--- src/rtl/serial_cmd_decoder_pkg.sv ---
package serial_cmd_decoder_pkg;

   // Length of the fixed command header, and of the trigger pattern.
   localparam int unsigned HDR_LEN = 4;

   typedef enum logic [3:0] {
      ST_IDLE = 4'd0,
      ST_H1   = 4'd1,
      ST_H10  = 4'd2,
      ST_H11  = 4'd3,
      ST_H101 = 4'd4,
      ST_H110 = 4'd5,
      ST_OPC  = 4'd6,
      ST_ADDR = 4'd7,
      ST_DATA = 4'd8,
      ST_LOCK = 4'd9
   } dec_state_e;

   typedef struct packed {
      logic sync;
      logic gres;
      logic wr;
      logic rd;
      logic trig;
   } strobe_t;

endpackage

--- src/rtl/serial_cmd_decoder_wdog.sv ---
module serial_cmd_decoder_wdog #(
   parameter int unsigned CNT_W = 16
) (
   input  logic             clk_i,
   input  logic             rst_ni,
   output logic [CNT_W-1:0] cnt_o,
   output logic             wrap_o
);

   logic [CNT_W-1:0] cnt_q;

   // Free running: no command input reaches this counter.
   always_ff @(posedge clk_i or negedge rst_ni) begin
      if (!rst_ni) begin
         cnt_q <= '0;
      end else begin
         cnt_q <= cnt_q + 1'b1;
      end
   end

   assign cnt_o  = cnt_q;
   assign wrap_o = (cnt_q == '0);

endmodule

--- src/rtl/serial_cmd_decoder_fsm.sv ---
module serial_cmd_decoder_fsm
   import serial_cmd_decoder_pkg::*;
#(
   parameter int unsigned      ADDR_W  = 4,
   parameter int unsigned      DATA_W  = 16,
   parameter int unsigned      OPC_W   = 4,
   parameter logic [OPC_W-1:0] OP_SYNC = 4'b0001,
   parameter logic [OPC_W-1:0] OP_GRES = 4'b0010,
   parameter logic [OPC_W-1:0] OP_WR   = 4'b0100,
   parameter logic [OPC_W-1:0] OP_RD   = 4'b1000
) (
   input  logic              clk_i,
   input  logic              rst_ni,
   input  logic              cmd_i,
   input  logic              wrap_i,
   output strobe_t           stb_o,
   output logic [ADDR_W-1:0] addr_o,
   output logic [DATA_W-1:0] data_o,
   output dec_state_e        state_o
);

   localparam int unsigned SH_W    = DATA_W;
   localparam int unsigned LEN_MAX = (DATA_W > ADDR_W) ?
                                     ((DATA_W > OPC_W) ? DATA_W : OPC_W) :
                                     ((ADDR_W > OPC_W) ? ADDR_W : OPC_W);
   localparam int unsigned BCNT_W  = $clog2(LEN_MAX + 1);

   dec_state_e        state_q;
   logic [BCNT_W-1:0] bcnt_q;
   logic [SH_W-2:0]   sh_q;
   logic              is_wr_q;
   logic [ADDR_W-1:0] pend_addr_q;
   logic [ADDR_W-1:0] addr_q;
   logic [DATA_W-1:0] data_q;
   strobe_t           stb_q;

   logic [SH_W-1:0]   shin;
   logic              last_bit;
   logic [OPC_W-1:0]  opc_fld;
   logic [ADDR_W-1:0] addr_fld;

   always_comb begin
      shin     = {sh_q, cmd_i};
      last_bit = (bcnt_q == BCNT_W'(1));
      opc_fld  = shin[OPC_W-1:0];
      addr_fld = shin[ADDR_W-1:0];
   end

   always_ff @(posedge clk_i or negedge rst_ni) begin
      if (!rst_ni) begin
         state_q     <= ST_IDLE;
         bcnt_q      <= '0;
         sh_q        <= '0;
         is_wr_q     <= 1'b0;
         pend_addr_q <= '0;
         addr_q      <= '0;
         data_q      <= '0;
         stb_q       <= '0;
      end else begin
         stb_q <= '0;
         sh_q  <= shin[SH_W-2:0];
         case (state_q)
            ST_IDLE: begin
               if (cmd_i) state_q <= ST_H1;
            end
            ST_H1:  state_q <= cmd_i ? ST_H11 : ST_H10;
            ST_H10: state_q <= cmd_i ? ST_H101 : ST_LOCK;
            ST_H11: state_q <= cmd_i ? ST_LOCK : ST_H110;
            ST_H101: begin
               if (cmd_i) begin
                  state_q <= ST_OPC;
                  bcnt_q  <= BCNT_W'(OPC_W);
               end else begin
                  state_q <= ST_LOCK;
               end
            end
            ST_H110: begin
               if (cmd_i) begin
                  stb_q.trig <= 1'b1;
                  state_q    <= ST_IDLE;
               end else begin
                  state_q <= ST_LOCK;
               end
            end
            ST_OPC: begin
               if (!last_bit) begin
                  bcnt_q <= bcnt_q - 1'b1;
               end else if (opc_fld == OP_SYNC) begin
                  stb_q.sync <= 1'b1;
                  state_q    <= ST_IDLE;
               end else if (opc_fld == OP_GRES) begin
                  // Strobe only: the decoder's own state is untouched.
                  stb_q.gres <= 1'b1;
                  state_q    <= ST_IDLE;
               end else if (opc_fld == OP_WR || opc_fld == OP_RD) begin
                  is_wr_q <= (opc_fld == OP_WR);
                  bcnt_q  <= BCNT_W'(ADDR_W);
                  state_q <= ST_ADDR;
               end else begin
                  state_q <= ST_LOCK;
               end
            end
            ST_ADDR: begin
               if (!last_bit) begin
                  bcnt_q <= bcnt_q - 1'b1;
               end else if (is_wr_q) begin
                  pend_addr_q <= addr_fld;
                  bcnt_q      <= BCNT_W'(DATA_W);
                  state_q     <= ST_DATA;
               end else begin
                  addr_q   <= addr_fld;
                  stb_q.rd <= 1'b1;
                  state_q  <= ST_IDLE;
               end
            end
            ST_DATA: begin
               if (!last_bit) begin
                  bcnt_q <= bcnt_q - 1'b1;
               end else begin
                  addr_q   <= pend_addr_q;
                  data_q   <= shin;
                  stb_q.wr <= 1'b1;
                  state_q  <= ST_IDLE;
               end
            end
            ST_LOCK: begin
               if (wrap_i) state_q <= ST_IDLE;
            end
            default: state_q <= ST_LOCK;
         endcase
      end
   end

   assign stb_o   = stb_q;
   assign addr_o  = addr_q;
   assign data_o  = data_q;
   assign state_o = state_q;

endmodule

--- src/rtl/serial_cmd_decoder_l1.sv ---
module serial_cmd_decoder_l1 #(
   parameter int unsigned DEPTH = 5
) (
   input  logic clk_i,
   input  logic rst_ni,
   input  logic trig_i,
   output logic l1_o
);

   generate
      if (DEPTH == 1) begin : g_single
         logic l1_q;
         always_ff @(posedge clk_i or negedge rst_ni) begin
            if (!rst_ni) l1_q <= 1'b0;
            else         l1_q <= trig_i;
         end
         assign l1_o = l1_q;
      end else begin : g_chain
         logic [DEPTH-1:0] pipe_q;
         always_ff @(posedge clk_i or negedge rst_ni) begin
            if (!rst_ni) pipe_q <= '0;
            else         pipe_q <= {pipe_q[DEPTH-2:0], trig_i};
         end
         assign l1_o = pipe_q[DEPTH-1];
      end
   endgenerate

endmodule

--- src/rtl/serial_cmd_decoder.sv ---
module serial_cmd_decoder
   import serial_cmd_decoder_pkg::*;
#(
   parameter int unsigned ADDR_W   = 4,
   parameter int unsigned DATA_W   = 16,
   parameter int unsigned OPC_W    = 4,
   parameter int unsigned CNT_W    = 16,
   parameter int unsigned L1_DELAY = 8
) (
   input  logic              clk_i,
   input  logic              rst_ni,
   input  logic              cmd_i,
   output logic              sync_o,
   output logic              gres_o,
   output logic              wr_o,
   output logic              rd_o,
   output logic              trig_o,
   output logic              l1_o,
   output logic [ADDR_W-1:0] addr_o,
   output logic [DATA_W-1:0] data_o
);

   // Stages after the trigger strobe register.
   localparam int unsigned L1_DEPTH = L1_DELAY - (HDR_LEN - 1);

   generate
      if (L1_DELAY < HDR_LEN) begin : g_bad_l1
         $error("L1_DELAY must cover the trigger pattern length");
      end
      if (DATA_W <= ADDR_W || DATA_W <= OPC_W) begin : g_bad_w
         $error("DATA_W must exceed ADDR_W and OPC_W");
      end
      if (OPC_W < 3 || CNT_W < 2) begin : g_bad_o
         $error("OPC_W or CNT_W too small");
      end
   endgenerate

   logic [CNT_W-1:0] wd_cnt;
   logic             wd_wrap;
   strobe_t          stb;
   dec_state_e       fsm_state;

   serial_cmd_decoder_wdog #(.CNT_W(CNT_W)) u_wdog (
      .clk_i  (clk_i),
      .rst_ni (rst_ni),
      .cnt_o  (wd_cnt),
      .wrap_o (wd_wrap)
   );

   serial_cmd_decoder_fsm #(
      .ADDR_W (ADDR_W),
      .DATA_W (DATA_W),
      .OPC_W  (OPC_W),
      .OP_SYNC(OPC_W'(1)),
      .OP_GRES(OPC_W'(2)),
      .OP_WR  (OPC_W'(4)),
      .OP_RD  (OPC_W'(8))
   ) u_fsm (
      .clk_i  (clk_i),
      .rst_ni (rst_ni),
      .cmd_i  (cmd_i),
      .wrap_i (wd_wrap),
      .stb_o  (stb),
      .addr_o (addr_o),
      .data_o (data_o),
      .state_o(fsm_state)
   );

   serial_cmd_decoder_l1 #(.DEPTH(L1_DEPTH)) u_l1 (
      .clk_i  (clk_i),
      .rst_ni (rst_ni),
      .trig_i (stb.trig),
      .l1_o   (l1_o)
   );

   assign sync_o = stb.sync;
   assign gres_o = stb.gres;
   assign wr_o   = stb.wr;
   assign rd_o   = stb.rd;
   assign trig_o = stb.trig;

endmodule

--- config.mk ---
export PLATFORM = sky130hd
export DESIGN_NAME = serial_cmd_decoder
export DESIGN_NICKNAME = d
export VERILOG_FILES = /design/src/rtl/serial_cmd_decoder_pkg.sv /design/src/rtl/serial_cmd_decoder_wdog.sv /design/src/rtl/serial_cmd_decoder_fsm.sv /design/src/rtl/serial_cmd_decoder_l1.sv /design/src/rtl/serial_cmd_decoder.sv
export SDC_FILE = /design/constraint.sdc
export NUM_CORES = 1
export LEC_CHECK = 0
export ABC_AREA = 0
export BUFFER_PORTS_ARGS = -buffer_cell sky130_fd_sc_hd__buf_2
export CORE_MARGIN = 4
export CORE_UTILIZATION = 50
export CTS_CLUSTER_DIAMETER = 100
export DETAILED_ROUTE_END_ITERATION = 8
export PLACE_DENSITY = 0.72
export SLEW_MARGIN = 20
export SYNTH_ARGS = -nofsm -noshare
export SYNTH_HDL_FRONTEND = slang
export SYNTH_SLANG_ARGS = --single-unit
--- constraint.sdc ---
create_clock -name clk_i -period 1.73 [get_ports clk_i]
set_input_delay 0.173 -clock clk_i [delete_from_list [all_inputs] [get_ports clk_i]]
set_output_delay 0.173 -clock clk_i [all_outputs]
set_load 0.03 [all_outputs]
# Word-level counts from Yosys, hierarchy flattened
# Cells that the tools add are included.
[op_classes]
n_reduce_logical = 11
bitwise_logic = 2
n_mux = 40
addsub = 2
n_eq_ne = 26
[op_table]
columns = ["cell", "count"]
rows = [
  ["4-bit 2-to-1 mux", 16],
  ["5-bit 2-to-1 mux", 8],
  ["4-bit case mux with 10 select lines", 1],
  ["4-bit by 3-bit equality test with 1-bit output (second input constant)", 5],
  ["5-bit case mux with 4 select lines", 1],
  ["16-bit by 1-bit adder with 16-bit output (second input constant)", 1],
  ["16-bit zero test", 1],
  ["4-bit by 2-bit equality test with 1-bit output (second input constant)", 3],
  ["4-bit equality test (second input constant)", 3],
  ["1-bit 2-to-1 mux", 11],
  ["5-bit AND reduction", 2],
  ["3-bit != test (second input constant)", 3],
  ["4-bit by 1-bit equality test with 1-bit output (second input constant)", 2],
  ["2-bit by 1-bit != test with 1-bit output (second input constant)", 4],
  ["2-bit != test (second input constant)", 4],
  ["4-bit case mux with 2 select lines", 1],
  ["7-bit AND reduction", 1],
  ["5-bit by 1-bit equality test with 1-bit output (second input constant)", 1],
  ["5-bit by 1-bit subtractor with 5-bit output (second input constant)", 1],
  ["4-bit zero test", 1],
  ["2-bit 2-to-1 mux", 2],
  ["4-bit AND reduction", 1],
  ["4-bit nonzero test", 1],
  ["3-bit by 2-bit != test with 1-bit output (second input constant)", 1],
  ["other kinds (5)", 6],
]
[word_totals]
word_cells = 95
ff_bits = 75
input_bits = 3
output_inout_bits = 26

# Depth between registers and ports, before layout
[depth]
word_depth = 7
ltp_mapped = 7
ltp_nobuf = 7

# Hierarchy
# A second synthesis with hierarchy kept.
[unflattened]
hier_cells = 265
hier_area_um2 = 3238.1
[by_module_without_submodules]
columns = ["module", "area_per_inst_um2", "instances", "seq_area_each_um2", "cells_each"]
rows = [
  ["serial_cmd_decoder_fsm", 2386.0, 1, 1351.3, 200],
  ["serial_cmd_decoder_wdog", 726.9, 1, 400.4, 60],
  ["serial_cmd_decoder_l1", 125.1, 1, 125.1, 5],
]

# Worst setup path after synthesis
# No wires, ideal clock.
[synth_path]
path_type = "reg2reg"
start = "register u_fsm.bcnt_q[1]"
end = "register u_fsm.state_q[0] (netlist: u_fsm.state_o[0])"
arrival_ns = 1.717
path_stages_with_launch = 8
required_ns = 1.605
path_slack_ns = -0.112
setup_ns = 0.125
n_path_buf = 0
period_less_slack_ns = 1.842
path_cell_list = "dfrtp_1 > inv_1 > ha_1 > or4b_4 > nand2_1 > o41ai_1 > a41oi_2 > mux2_2"
[synth_via]
elab_chain_cells = 3
elab_cells_between_ends = 5
classes_between = "4 x eq/ne; 1 x reduce/logical"
[synth_rtl]
columns = ["element", "line", "rtl"]
rows = [
  ["from (decl)", "serial_cmd_decoder_fsm.sv:29", "logic [BCNT_W-1:0] bcnt_q;"],
  ["from (signal assigned)", "serial_cmd_decoder_fsm.sv:72", "bcnt_q <= BCNT_W'(OPC_W);"],
  ["from (signal assigned)", "serial_cmd_decoder_fsm.sv:87", "bcnt_q <= bcnt_q - 1'b1;"],
  ["from (signal assigned)", "serial_cmd_decoder_fsm.sv:97", "bcnt_q <= BCNT_W'(ADDR_W);"],
  ["5-bit by 1-bit equality test with 1-bit output (*)", "serial_cmd_decoder_fsm.sv:44", "last_bit = (bcnt_q == BCNT_W'(1));"],
  ["2-bit by 1-bit != test with 1-bit output (no source line)", "--", ""],
  ["5-bit AND reduction (no source line) (*)", "--", ""],
  ["to (signal assigned)", "serial_cmd_decoder_fsm.sv:66", "ST_H1: state_q <= cmd_i ? ST_H11 : ST_H10;"],
  ["to (signal assigned)", "serial_cmd_decoder_fsm.sv:67", "ST_H10: state_q <= cmd_i ? ST_H101 : ST_LOCK;"],
  ["to (signal assigned)", "serial_cmd_decoder_fsm.sv:68", "ST_H11: state_q <= cmd_i ? ST_LOCK : ST_H110;"],
  ["to (decl)", "serial_cmd_decoder_fsm.sv:28", "dec_state_e state_q;"],
]
# Mark *: on every way between the ends. The rest lies on a longest branch, timed or not.
# A chain may end at the register's enable or synchronous reset.

# Worst setup path after layout
# Same ends and word-level chain as after synthesis.

==> out/results.ini <==
[synthesis]
synthAdderAreaFrac=0.0157
synth.distinct_cells=49
async_flop_share=1.00
synth-simple-area-share=0.142
synth_xor_area_frac=0.0413
synthCells=266
synth_compound_area_frac=0.0862
synth.yosys.seq_area_share=0.590
netlist_area_um2=3180
synth_top_family_by_area=simple AND/OR/NAND/NOR gates
synth.area.mux_share=0.0905
synth_edf_count=0
ys_ff_latch=75
synth_ff_type=dfrtp_1
yosys_warnings=0
synth_area_per_cell_um2=12.0
syn_nets=273

[sta]
layout_worst_path_cycle_share=1.07
worstMarginPinSlew_ns=0.468
fin_crit_ns=1.86
setup_ws_ns=-0.127
clock.fmax_ghz=0.538
slew_violations=0
hold_violations=0
setup_tns_ns=-0.770
final.setup_skew_ns=0.00892
whs_ns=0.143
slew_headroom=0.685
setup_viol=22
rsz0062_at_grt=yes

[global_routing]
grt.total_usage=0.171
grt_pass1_vias=2137
antenna_found_initial=0
grt_max_degree=76
grt_pass1_wl_um=10100
gr-total-overflow=0

[cts]
clkLatencyLatePin_ns=0.35
clock_path_buffers=2
tritoncts=done
cts_buffers=9
clk_pin_slew_ns=0.08
htreeDepth=3
cts_root_buf=clkbuf_8
clock_sinks=75

[die]
std_cell_rows=28
coreArea_um2=6060
dieArea_um2=7700
die_h_um=87.8
pin_count=29
initial_utilization=0.525
die_w_um=87.8

[detailed_routing]
dr.max_layer_used=met4
wl_met1_um=2770
wl_um=5850
vias=2192
drc=0
ant_nets=0
wl_per_cell_um=14.2
viasPerCell=5.33
wl_met2_um=2690
met3_length_um=265
drt_iter0_drc=120
drtPass1Iterations=4

[placement]
dp_hpwl_um=4000
pre_cts_ws_ns=-0.108
io_buffer_count=28
gp_congestion=0.834

[hold_path]
worstHoldStart=cmd_i
hold_path_class=in -> reg
min_to=u_fsm.sh_q[0]$_DFF_PN0_
holdPathStages=2

[cells_and_area]
antenna_cells=0
fillers=451
drive_above_1_share=0.354
regArea_um2=1880
fin_nets=338
area_growth_pct=25.0
multi_input_area_um2=1270

[setup_path]
slowest_stage=or4b_4
critical_path.top_delay_family=simple AND/OR/NAND/NOR gates
reg2reg_to=u_fsm.state_o[0]$_DFFE_PN0P_
rr_worst_depth=7
crit_chain=inv_2, ha_4, or4b_4, nand2_4, o41ai_2, a41oi_2, mux2_4
cp_max_fo=4
cpPeakStageDelay_ns=0.49
reg2reg_slack_ns=-0.13
crit_buf_inv=1
critPathLaunchType=register
cp.arrival_ns=2.09
worstSetupEndpointType=register
reg2reg_from=u_fsm.bcnt_q[1]$_DFFE_PN0P_
path_class=reg -> reg
required_ns=1.96

[outcome]
status=finished with violations
violations=negative setup slack

[power]
ir_worst_vdd_mv=0.561
p_per_area_nw_per_um2=848
total_power_w=0.00337
p_leak_nw=1.95

[job]
maxCapViolations=0

## cell usage in the layout (no fill, tap or decap), types with 3 or more instances in the layout
cell type / Yosys / layout
clkbuf_8: 0 / 9
a21oi_1: 8 / 8
xor2_1: 5 / 5
a31oi_1: 5 / 4
inv_1: 7 / 6
xnor2_1: 10 / 10
mux2_2: 21 / 20
ha_1: 4 / 3
buf_2: 6 / 28
nand4_1: 4 / 4
nor2_1: 18 / 17
and3_1: 3 / 3
buf_12: 0 / 3
nand2b_1: 5 / 5
nor3_1: 7 / 7
nand2_1: 17 / 16
dfrtp_1: 75 / 74
nand3_1: 7 / 7
o21ai_0: 13 / 12
mux2i_1: 4 / 4
nor2b_1: 3 / 3
nor4_1: 4 / 4
buf_4: 1 / 37
## cell type report
type / count / share of cell area
sequential: 75 / 0.472
timing repair buffer: 69 / 0.123
inverter: 7 / 0.00661
clock buffer: 10 / 0.0321
multi-input combinational: 169 / 0.319
clock inverter: 6 / 0.0239
tap: 75 / 0.0236
## timing repair
action,4_1_cts,5_1_grt
setup buffers,3,1
hold buffers,1,0
endpoints found under the setup margin,25,32
endpoints found under the hold margin,75,0
resized for setup,3,6
gates cloned,0,0
pin swaps,1,1
## per-layer routing
| layer | vias to the layer above | track usage |
|---|---|---|
| met4 | 0 | 0.0711 |
| met2 | 40 | 0.262 |
| li1 | 1075 | - |
| met1 | 1065 | 0.233 |
| met5 | - | 0 |
| met3 | 12 | 0.0433 |
## where the power goes
| part | internal (W) | switching [W] |
|---|---|---|
| combinational | 0.0000318 | 0.0000601 |
| clock | 0.000828 | 0.000666 |
| sequential | 0.00177 | 0.0000134 |
| total | 0.00263 | 0.000740 |
## worst max-delay path by stage
stage / startpoint / end / cells after the start
floorplan: u_fsm.bcnt_q[1]$_DFFE_PN0P_ / u_fsm.state_o[0]$_DFFE_PN0P_ / 7
global placement: u_fsm.bcnt_q[1]$_DFFE_PN0P_ / u_fsm.state_o[0]$_DFFE_PN0P_ / 7
detailed placement: u_fsm.bcnt_q[1]$_DFFE_PN0P_ / u_fsm.state_o[0]$_DFFE_PN0P_ / 7
CTS: u_fsm.bcnt_q[1]$_DFFE_PN0P_ / u_fsm.state_o[0]$_DFFE_PN0P_ / 7
global route: u_fsm.bcnt_q[1]$_DFFE_PN0P_ / u_fsm.state_o[0]$_DFFE_PN0P_ / 7
finish: u_fsm.bcnt_q[1]$_DFFE_PN0P_ / u_fsm.state_o[0]$_DFFE_PN0P_ / 7
## cells in the mapped netlist, types with 2 or more instances
cell type | number | area share
nand3_1 | 7 | 0.011
nor2b_1 | 3 | 0.0059
o41ai_1 | 3 | 0.0083
xor2_1 | 5 | 0.014
and3b_1 | 2 | 0.0055
nand2_1 | 17 | 0.020
nor4b_1 | 2 | 0.0055
a21oi_1 | 8 | 0.013
and3_1 | 3 | 0.0059
dfrtp_1 | 75 | 0.59
a31oi_1 | 5 | 0.0098
xnor2_1 | 10 | 0.028
o21ai_0 | 13 | 0.020
a32oi_1 | 2 | 0.0055
nor2_1 | 18 | 0.021
ha_1 | 4 | 0.016
inv_1 | 7 | 0.0083
nand2b_1 | 5 | 0.0098
o22ai_1 | 2 | 0.0039
nor4_1 | 4 | 0.0079
mux2_2 | 21 | 0.074
nor3_1 | 7 | 0.011
nand4_1 | 4 | 0.0079
buf_2 | 6 | 0.0094
clkbuf_1 | 5 | 0.0059
buf_6 | 2 | 0.0071
mux2i_1 | 4 | 0.013
## flip-flops by register name, indices dropped and copies added (netlist names)
signal and cells:
u_wdog.cnt_o 16, u_fsm.data_o 16, u_fsm.state_o 4, u_l1.g_chain.pipe_q 5, u_fsm.addr_o 4, u_fsm.is_wr_q 1, u_fsm.stb_o 5, u_fsm.bcnt_q 5
u_fsm.sh_q 15, u_fsm.pend_addr_q 4
## kinds of logic after synthesis
| logic type | Yosys count |
|---|---|
| simple gates | 82 |
| flops | 75 |
| compound gates | 42 |
| mux | 26 |
| buf+inv | 22 |
| xor+xnor | 15 |
| fa+ha+maj | 4 |
## per-stage QoR
stage / utilization / instances / cell area (µm²)
after floorplan: - / 266 / 3210
after global placement: 0.606 / 390 / 3670
after detailed placement: 0.606 / 390 / 3670
after CTS: 0.650 / 410 / 3940
after global routing: 0.656 / 411 / 3980
final: 0.656 / 411 / 3980
Power figures use the tool's default switching activity.
